--- src/rtl/spi_rom_pkg.sv ---
package spi_rom_pkg;
  localparam int BYTE_W = 8;

  localparam logic [7:0] OPC_MASK = 8'hF7;  // bit 3 don't-care
  localparam logic [7:0] OPC_READ = 8'h03;
  localparam logic [7:0] OPC_STAT = 8'h05;
  localparam logic [7:0] OPC_ID   = 8'h15;
  localparam logic [7:0] OPC_PROG = 8'h99;

  localparam logic [7:0] STAT_VAL = 8'h8C;
  localparam logic [7:0] MFR_CODE = 8'h1C;
  localparam logic [7:0] DEV_CODE = 8'h83;

  typedef enum logic [2:0] {
    ST_IDLE, ST_OPC, ST_ADDR, ST_RDATA, ST_STAT, ST_ID, ST_PDATA, ST_INV
  } st_e;

  typedef enum logic [2:0] {
    CMD_NONE, CMD_READ, CMD_STAT, CMD_ID, CMD_PROG
  } cmd_e;
endpackage

--- src/rtl/spi_rom_opc_dec.sv ---
module spi_rom_opc_dec
  import spi_rom_pkg::*;
(
  input  logic [BYTE_W-1:0] opc_i,
  input  logic              prog_en_i,
  output cmd_e              cmd_o
);
  always_comb begin
    cmd_o = CMD_NONE;
    if      ((opc_i & OPC_MASK) == OPC_READ) cmd_o = CMD_READ;
    else if ((opc_i & OPC_MASK) == OPC_STAT) cmd_o = CMD_STAT;
    else if ((opc_i & OPC_MASK) == OPC_ID)   cmd_o = CMD_ID;
    else if (opc_i == OPC_PROG && prog_en_i) cmd_o = CMD_PROG;
  end
endmodule

--- src/rtl/spi_rom_addr_reg.sv ---
module spi_rom_addr_reg
  import spi_rom_pkg::*;
#(
  parameter int AW         = 16,
  parameter int ADDR_BYTES = 3
) (
  input  logic              clk_i,
  input  logic              rst_ni,
  input  logic              clr_i,
  input  logic              shift_i,
  input  logic [BYTE_W-1:0] byte_i,
  input  logic              inc_i,
  output logic [AW-1:0]     addr_o,
  output logic              last_o
);
  localparam int CW = (ADDR_BYTES > 1) ? $clog2(ADDR_BYTES) : 1;

  logic [CW-1:0] cnt_q;
  logic [AW-1:0] addr_q;

  assign addr_o = addr_q;
  assign last_o = shift_i && (cnt_q == CW'(ADDR_BYTES - 1));

  always_ff @(posedge clk_i or negedge rst_ni) begin
    if (!rst_ni) begin
      cnt_q  <= '0;
      addr_q <= '0;
    end else begin
      if (clr_i) cnt_q <= '0;
      else if (shift_i) cnt_q <= cnt_q + 1'b1;
      // upper address bytes fall off the top
      if (shift_i) addr_q <= AW'({addr_q, byte_i});
      else if (inc_i) addr_q <= addr_q + 1'b1;
    end
  end

  assert_addr_wrap_R5: assert property (@(posedge clk_i) disable iff (!rst_ni)
    (inc_i && !shift_i && addr_q == '1) |=> addr_q == '0)
    else $error("address did not wrap to zero");
endmodule

--- src/rtl/spi_rom_cmd_ctrl.sv ---
module spi_rom_cmd_ctrl
  import spi_rom_pkg::*;
#(
  parameter int AW         = 16,
  parameter int ADDR_BYTES = 3
) (
  input  logic              clk_i,
  input  logic              rst_ni,
  input  logic              sel_i,
  input  logic              byte_vld_i,
  input  logic [7:0]        byte_i,
  input  logic              prog_en_i,
  output logic              mem_rd_en_o,
  output logic [AW-1:0]     mem_rd_addr_o,
  input  logic [7:0]        mem_rd_data_i,
  output logic              mem_wr_en_o,
  output logic [AW-1:0]     mem_wr_addr_o,
  output logic [7:0]        mem_wr_data_o,
  output logic              tx_load_o,
  output logic [7:0]        tx_byte_o,
  output logic              tx_oe_o
);
  st_e               st_q;
  cmd_e              cmd;
  logic              prog_q, rd_pend_q, rd_wait_q;
  logic              tx_load_q, wr_en_q;
  logic [7:0]        tx_byte_q, wr_data_q;
  logic [AW-1:0]     wr_addr_q, addr;
  logic              addr_last, addr_shift, addr_inc, stb;

  assign stb        = byte_vld_i && sel_i;
  assign addr_shift = stb && (st_q == ST_ADDR);
  assign addr_inc   = rd_pend_q || (stb && st_q == ST_PDATA);

  spi_rom_opc_dec u_dec (
    .opc_i     (byte_i),
    .prog_en_i (prog_en_i),
    .cmd_o     (cmd)
  );

  spi_rom_addr_reg #(.AW(AW), .ADDR_BYTES(ADDR_BYTES)) u_addr (
    .clk_i   (clk_i),
    .rst_ni  (rst_ni),
    .clr_i   (st_q != ST_ADDR),
    .shift_i (addr_shift),
    .byte_i  (byte_i),
    .inc_i   (addr_inc),
    .addr_o  (addr),
    .last_o  (addr_last)
  );

  always_ff @(posedge clk_i or negedge rst_ni) begin
    if (!rst_ni) begin
      st_q      <= ST_IDLE;
      prog_q    <= 1'b0;
      rd_pend_q <= 1'b0;
      rd_wait_q <= 1'b0;
      tx_load_q <= 1'b0;
      tx_byte_q <= '0;
      wr_en_q   <= 1'b0;
      wr_addr_q <= '0;
      wr_data_q <= '0;
    end else begin
      tx_load_q <= 1'b0;
      wr_en_q   <= 1'b0;
      rd_pend_q <= 1'b0;
      rd_wait_q <= rd_pend_q && sel_i;
      if (!sel_i) begin
        st_q <= ST_OPC;
      end else begin
        unique case (st_q)
          ST_OPC: if (byte_vld_i) begin
            unique case (cmd)
              CMD_READ: begin st_q <= ST_ADDR; prog_q <= 1'b0; end
              CMD_PROG: begin st_q <= ST_ADDR; prog_q <= 1'b1; end
              CMD_STAT: begin
                st_q <= ST_STAT; tx_load_q <= 1'b1; tx_byte_q <= STAT_VAL;
              end
              CMD_ID: begin
                st_q <= ST_ID; tx_load_q <= 1'b1; tx_byte_q <= MFR_CODE;
              end
              default: st_q <= ST_INV;
            endcase
          end
          ST_ADDR: if (byte_vld_i && addr_last) begin
            st_q      <= prog_q ? ST_PDATA : ST_RDATA;
            rd_pend_q <= !prog_q;
          end
          ST_RDATA: if (byte_vld_i) rd_pend_q <= 1'b1;
          ST_STAT: if (byte_vld_i) begin
            tx_load_q <= 1'b1; tx_byte_q <= STAT_VAL;
          end
          ST_ID: if (byte_vld_i) begin
            tx_load_q <= 1'b1; tx_byte_q <= DEV_CODE;
          end
          ST_PDATA: if (byte_vld_i) begin
            wr_en_q <= 1'b1; wr_addr_q <= addr; wr_data_q <= byte_i;
          end
          default: ;
        endcase
      end
      if (rd_wait_q && sel_i) begin
        tx_load_q <= 1'b1;
        tx_byte_q <= mem_rd_data_i;
      end
    end
  end

  assign mem_rd_en_o   = rd_pend_q;
  assign mem_rd_addr_o = addr;
  assign mem_wr_en_o   = wr_en_q;
  assign mem_wr_addr_o = wr_addr_q;
  assign mem_wr_data_o = wr_data_q;
  assign tx_load_o     = tx_load_q;
  assign tx_byte_o     = tx_byte_q;
  assign tx_oe_o       = (st_q == ST_RDATA) || (st_q == ST_STAT) || (st_q == ST_ID);

  assert_deselect_quiet_R11: assert property (@(posedge clk_i) disable iff (!rst_ni)
    !sel_i |=> !tx_oe_o)
    else $error("output still driven after deselect");

  assert_wr_after_strobe_R8: assert property (@(posedge clk_i) disable iff (!rst_ni)
    mem_wr_en_o |-> $past(byte_vld_i && sel_i))
    else $error("write without preceding strobe");

  assert_status_value_R6: assert property (@(posedge clk_i) disable iff (!rst_ni)
    (tx_load_o && st_q == ST_STAT) |-> tx_byte_o == STAT_VAL)
    else $error("status load carries wrong value");

  assert_rd_to_load_R3: assert property (@(posedge clk_i) disable iff (!rst_ni)
    (mem_rd_en_o && sel_i) ##1 sel_i |=> tx_load_o)
    else $error("read data not loaded");

  assert_inv_silent_R10: assert property (@(posedge clk_i) disable iff (!rst_ni)
    (st_q == ST_INV) |-> !(tx_oe_o || mem_rd_en_o || mem_wr_en_o || tx_load_o))
    else $error("activity after unknown opcode");
endmodule

--- config.mk ---
export PLATFORM = sky130hd
export DESIGN_NAME = spi_rom_cmd_ctrl
export DESIGN_NICKNAME = d
export VERILOG_FILES = /design/src/rtl/spi_rom_pkg.sv /design/src/rtl/spi_rom_opc_dec.sv /design/src/rtl/spi_rom_addr_reg.sv /design/src/rtl/spi_rom_cmd_ctrl.sv
export SDC_FILE = /design/constraint.sdc
export NUM_CORES = 1
export LEC_CHECK = 0
export ABC_AREA = 1
export BUFFER_PORTS_ARGS = -buffer_cell sky130_fd_sc_hd__buf_2
export CAP_MARGIN = 20
export CORE_ASPECT_RATIO = 1.4
export CORE_UTILIZATION = 50
export CTS_BUF_LIST = sky130_fd_sc_hd__clkbuf_4 sky130_fd_sc_hd__clkbuf_8
export DETAILED_ROUTE_END_ITERATION = 10
export GPL_TIMING_DRIVEN = 0
export PLACE_DENSITY = 0.8
export SKIP_LAST_GASP = 1
export SLEW_MARGIN = 25
export SYNTH_ARGS = -nofsm -noshare
export SYNTH_HDL_FRONTEND = slang
export SYNTH_HIERARCHICAL = 1
export SYNTH_SLANG_ARGS = --single-unit
--- constraint.sdc ---
create_clock -name clk_i -period 1.7 [get_ports clk_i]
set_input_delay 0.34 -clock clk_i [delete_from_list [all_inputs] [get_ports clk_i]]
set_output_delay 0.34 -clock clk_i [all_outputs]
set_load 0.05 [all_outputs]
==> results.cfg <==
[floorplan]
chipHeight_um = 95.70
core-area_sq_um = 5946
fp.dieW_um = 68.93
start_util_pct = 52.74
die_area_sq_um = 6596
rows = 33
ioPinCount = 73

[critical_path]
crit_fanout = 5
required_ps = 1360
rr_worst_depth = 9
worst_setup_path_start_kind = flip-flop
rr_startpoint = st_q[2]$_DFFE_PN0P_
reg2reg_to = u_addr/addr_o[11]$_DFFE_PN0P_
r2r_slack_ps = 90
crit_chain = inv_4 > nand2_2 > o21ai_2 > buf_6
max_stage_delay_ps = 460
worstSetupPathType = flip-flop to output pin
critPathSlowestCell = dfrtp_2
worstPathArrival_ps = 1300
endpoint_kind = output pin

[synth]
yosysTopAreaCell = dfrtp_1
synth_seq_area_share_pct = 46.29
synth.area.top_cells = dfrtp_1, nand2_1, nand2_2, nand3_1, inv_1
synth_edf_count = 0
syn-num-nets = 415
synthTopCellsByCount = nand2_1, dfrtp_1, inv_1
synthFlopType = dfrtp_1
ys_seq_elements = 58
synth.most_common_cell = nand2_1
async_flop_share_pct = 100.0
synthDominantCellAreaShare_pct = 46.29
synth_area_sq_um = 3136
syn-instance-count = 392
synth.distinct_cells = 35
ys_warn_count = 6
synth_area_per_cell_sq_um = 7.999

[grt]
grt_overflow_total = 0
grt_antenna_before_repair = 0
grt_max_degree = 59
grt_pass1_vias = 2867
grtUsageTotal_pct = 25.67
grt_pass1_wl_mm = 12.48

[final_layout]
syn2layout_area_growth_pct = 26.82
nets = 509
post-route-util_pct = 66.88
n_fill_cell = 488
antenna_cells = 0
seq_area_sq_um = 1455
multi_input_area_sq_um = 1475
drive_above_1_share_pct = 33.81

[cts]
cts.sinks = 58
htreeDepth = 3
clk_latency_ps = 330
ctsHoldBuffers = 0
path_clk_slew_ps = 70
clockRootBuffer = clkbuf_8
clock_path_buffers = 2
tritoncts.num_buffers = 9
cts_tree = done

[pwr]
p_leak_nw = 2.210
comb_power_share_pct = 38.0
p_int_mw = 3.127
seq_power_share_pct = 37.5
pwr-share-clk_pct = 24.5
switching_share_pct = 45.79
ir_drop_uv = 782.2
power.net_switching_mw = 2.642
powerDensity_nw_per_um2 = 1451
power.total_mw = 5.769

[timing]
clock.fmax_ghz = 0.6107
slew_viol_final = 0
hold_violations = 0
finalSetupViolations = 0
period_share_pct = 96.32
tightest_slew_ps = 734.6
timing.hold.ws_ps = 62.87
finClkSkew_ps = 8.153
min_period_ps = 1637
rsz0062_at_grt = no
relSlewSlack_pct = 51.03

[detailed_routing]
wl_per_cell_um = 14.23
drt-vias-per-instance = 5.294
drt_iter0_drc = 191
drc = 0
drtAntennaViolNets = 0
drtPass1Iterations = 5
vias = 2970
drt_wl_total_mm = 7.982

[run]
max-cap-violations = 0

[place]
io_buffers = 71
place_hpwl_mm = 5.572
gp_congestion = 0.9220

[status]
outcome = complete, no violations

[min_path]
hold_class = input pin to async pin
==> through the flow <==
step	TNS (ps)	instance area, sq um	instances	setup slack (ps)
final	0	3976	561	62.59
after global routing	0	3976	561	1.950
after CTS	0	3874	552	18.06
after detailed placement	-3462	3591	533	-260.7
after global placement	-2977	3588	533	-210.1
after floorplan	0	3146	392	0.5129
==> metal layers <==
metal / GRT usage, % / share of wire, %
met3: 3.910 / 4.3
met1: 28.15 / 39
met2: 45.87 / 53
met5: 0 / 0
met4: 13.78 / 3.4
==> cell usage in the layout (no fill, tap or decap), types with 2 or more instances in the layout <==
cell type    n
nand2_2     25
xnor2_1      4
clkbuf_8    10
buf_4       14
nand3_2      2
inv_6        2
o21ai_2      2
dfrtp_2      3
buf_12       2
buf_8        2
or2_4        2
nor2_2       5
nand3_1     30
nand2_1    145
o211ai_1     3
a21oi_1      3
nand4_1      5
ha_1         2
nor2_4       4
o21ai_0      5
o21ai_1      3
buf_6        2
nand2_4      3
inv_1       29
a22oi_1     12
clkinv_2     2
dfrtp_1     55
o21bai_1     4
inv_2        3
nor2_1      18
nor3_1       3
buf_2       72
bufinv_16    2
xor2_1       2
==> critical path, delay by kind of cell (launching register included) <==
kind                   cells  cell delay (ps)
buffers and inverters      2              270
and+or+nand+nor            1               90
AOI/OAI and AO/OA          1              150
DFF                        1              460
==> sequential cells by signal (all words and copies together), names as in the netlist <==
register and cells:
tx_byte_o 8, prog_q 1, rd_wait_q 1, u_addr/addr_o 16
mem_wr_addr_o 16, mem_rd_en_o 1, st_q 3, mem_wr_data_o 8
tx_load_o 1, mem_wr_en_o 1, u_addr/cnt_q 2
==> cell type report <==
cell class,instances,area share (%)
multi-input cells,288,37.10
flip-flops and latches,58,36.60
well taps,70,2.203
clock buffers,11,3.650
inverters,36,3.839
repair buffers,83,11.86
clock inverters,5,1.951
plain buffers,10,2.801
==> kinds of logic after synthesis <==
kind of cell,count (synthesis),synth area share (%)
compound gates,34,7.223
fa+ha+maj,2,0.7980
xor+xnor,6,1.676
flops,58,46.29
simple gates,246,36.51
buf+inv,46,7.502
==> what timing repair did <==
item                       CTS  global route
setup endpoints to repair   20            14
gates resized for setup     13             7
pin swaps                    1             3
gates cloned                 0             1
buffers inserted             3             8
==> how the worst max path moves through the flow <==
stage	startpoint	to	slack, ps	cells after the start
after floorplan	sel_i	u_addr/addr_o[2]$_DFFE_PN0P_	0.5	11
after global routing	u_addr/addr_o[1]$_DFFE_PN0P_	u_addr/addr_o[10]$_DFFE_PN0P_	2	8
after CTS	st_q[2]$_DFFE_PN0P_	tx_oe_o	20	4
final	st_q[2]$_DFFE_PN0P_	tx_oe_o	60	4
after global placement	byte_vld_i	u_addr/addr_o[10]$_DFFE_PN0P_	-210	11
after detailed placement	st_q[0]$_DFFE_PN0P_	st_q[1]$_DFFE_PN0P_	-260	11
==> power groups by stage <==
stage / registers [mW] / clock network, mW / logic (mW)
floorplan: 3.06 / 0 / 0.634
global placement: 2.17 / 0 / 2.09
detailed placement: 2.18 / 0 / 2.12
CTS: 2.16 / 1.44 / 2.15
global route: 2.22 / 1.51 / 2.35
finish: 2.16 / 1.42 / 2.19
No activity file was read; power rests on OpenSTA's default activity.
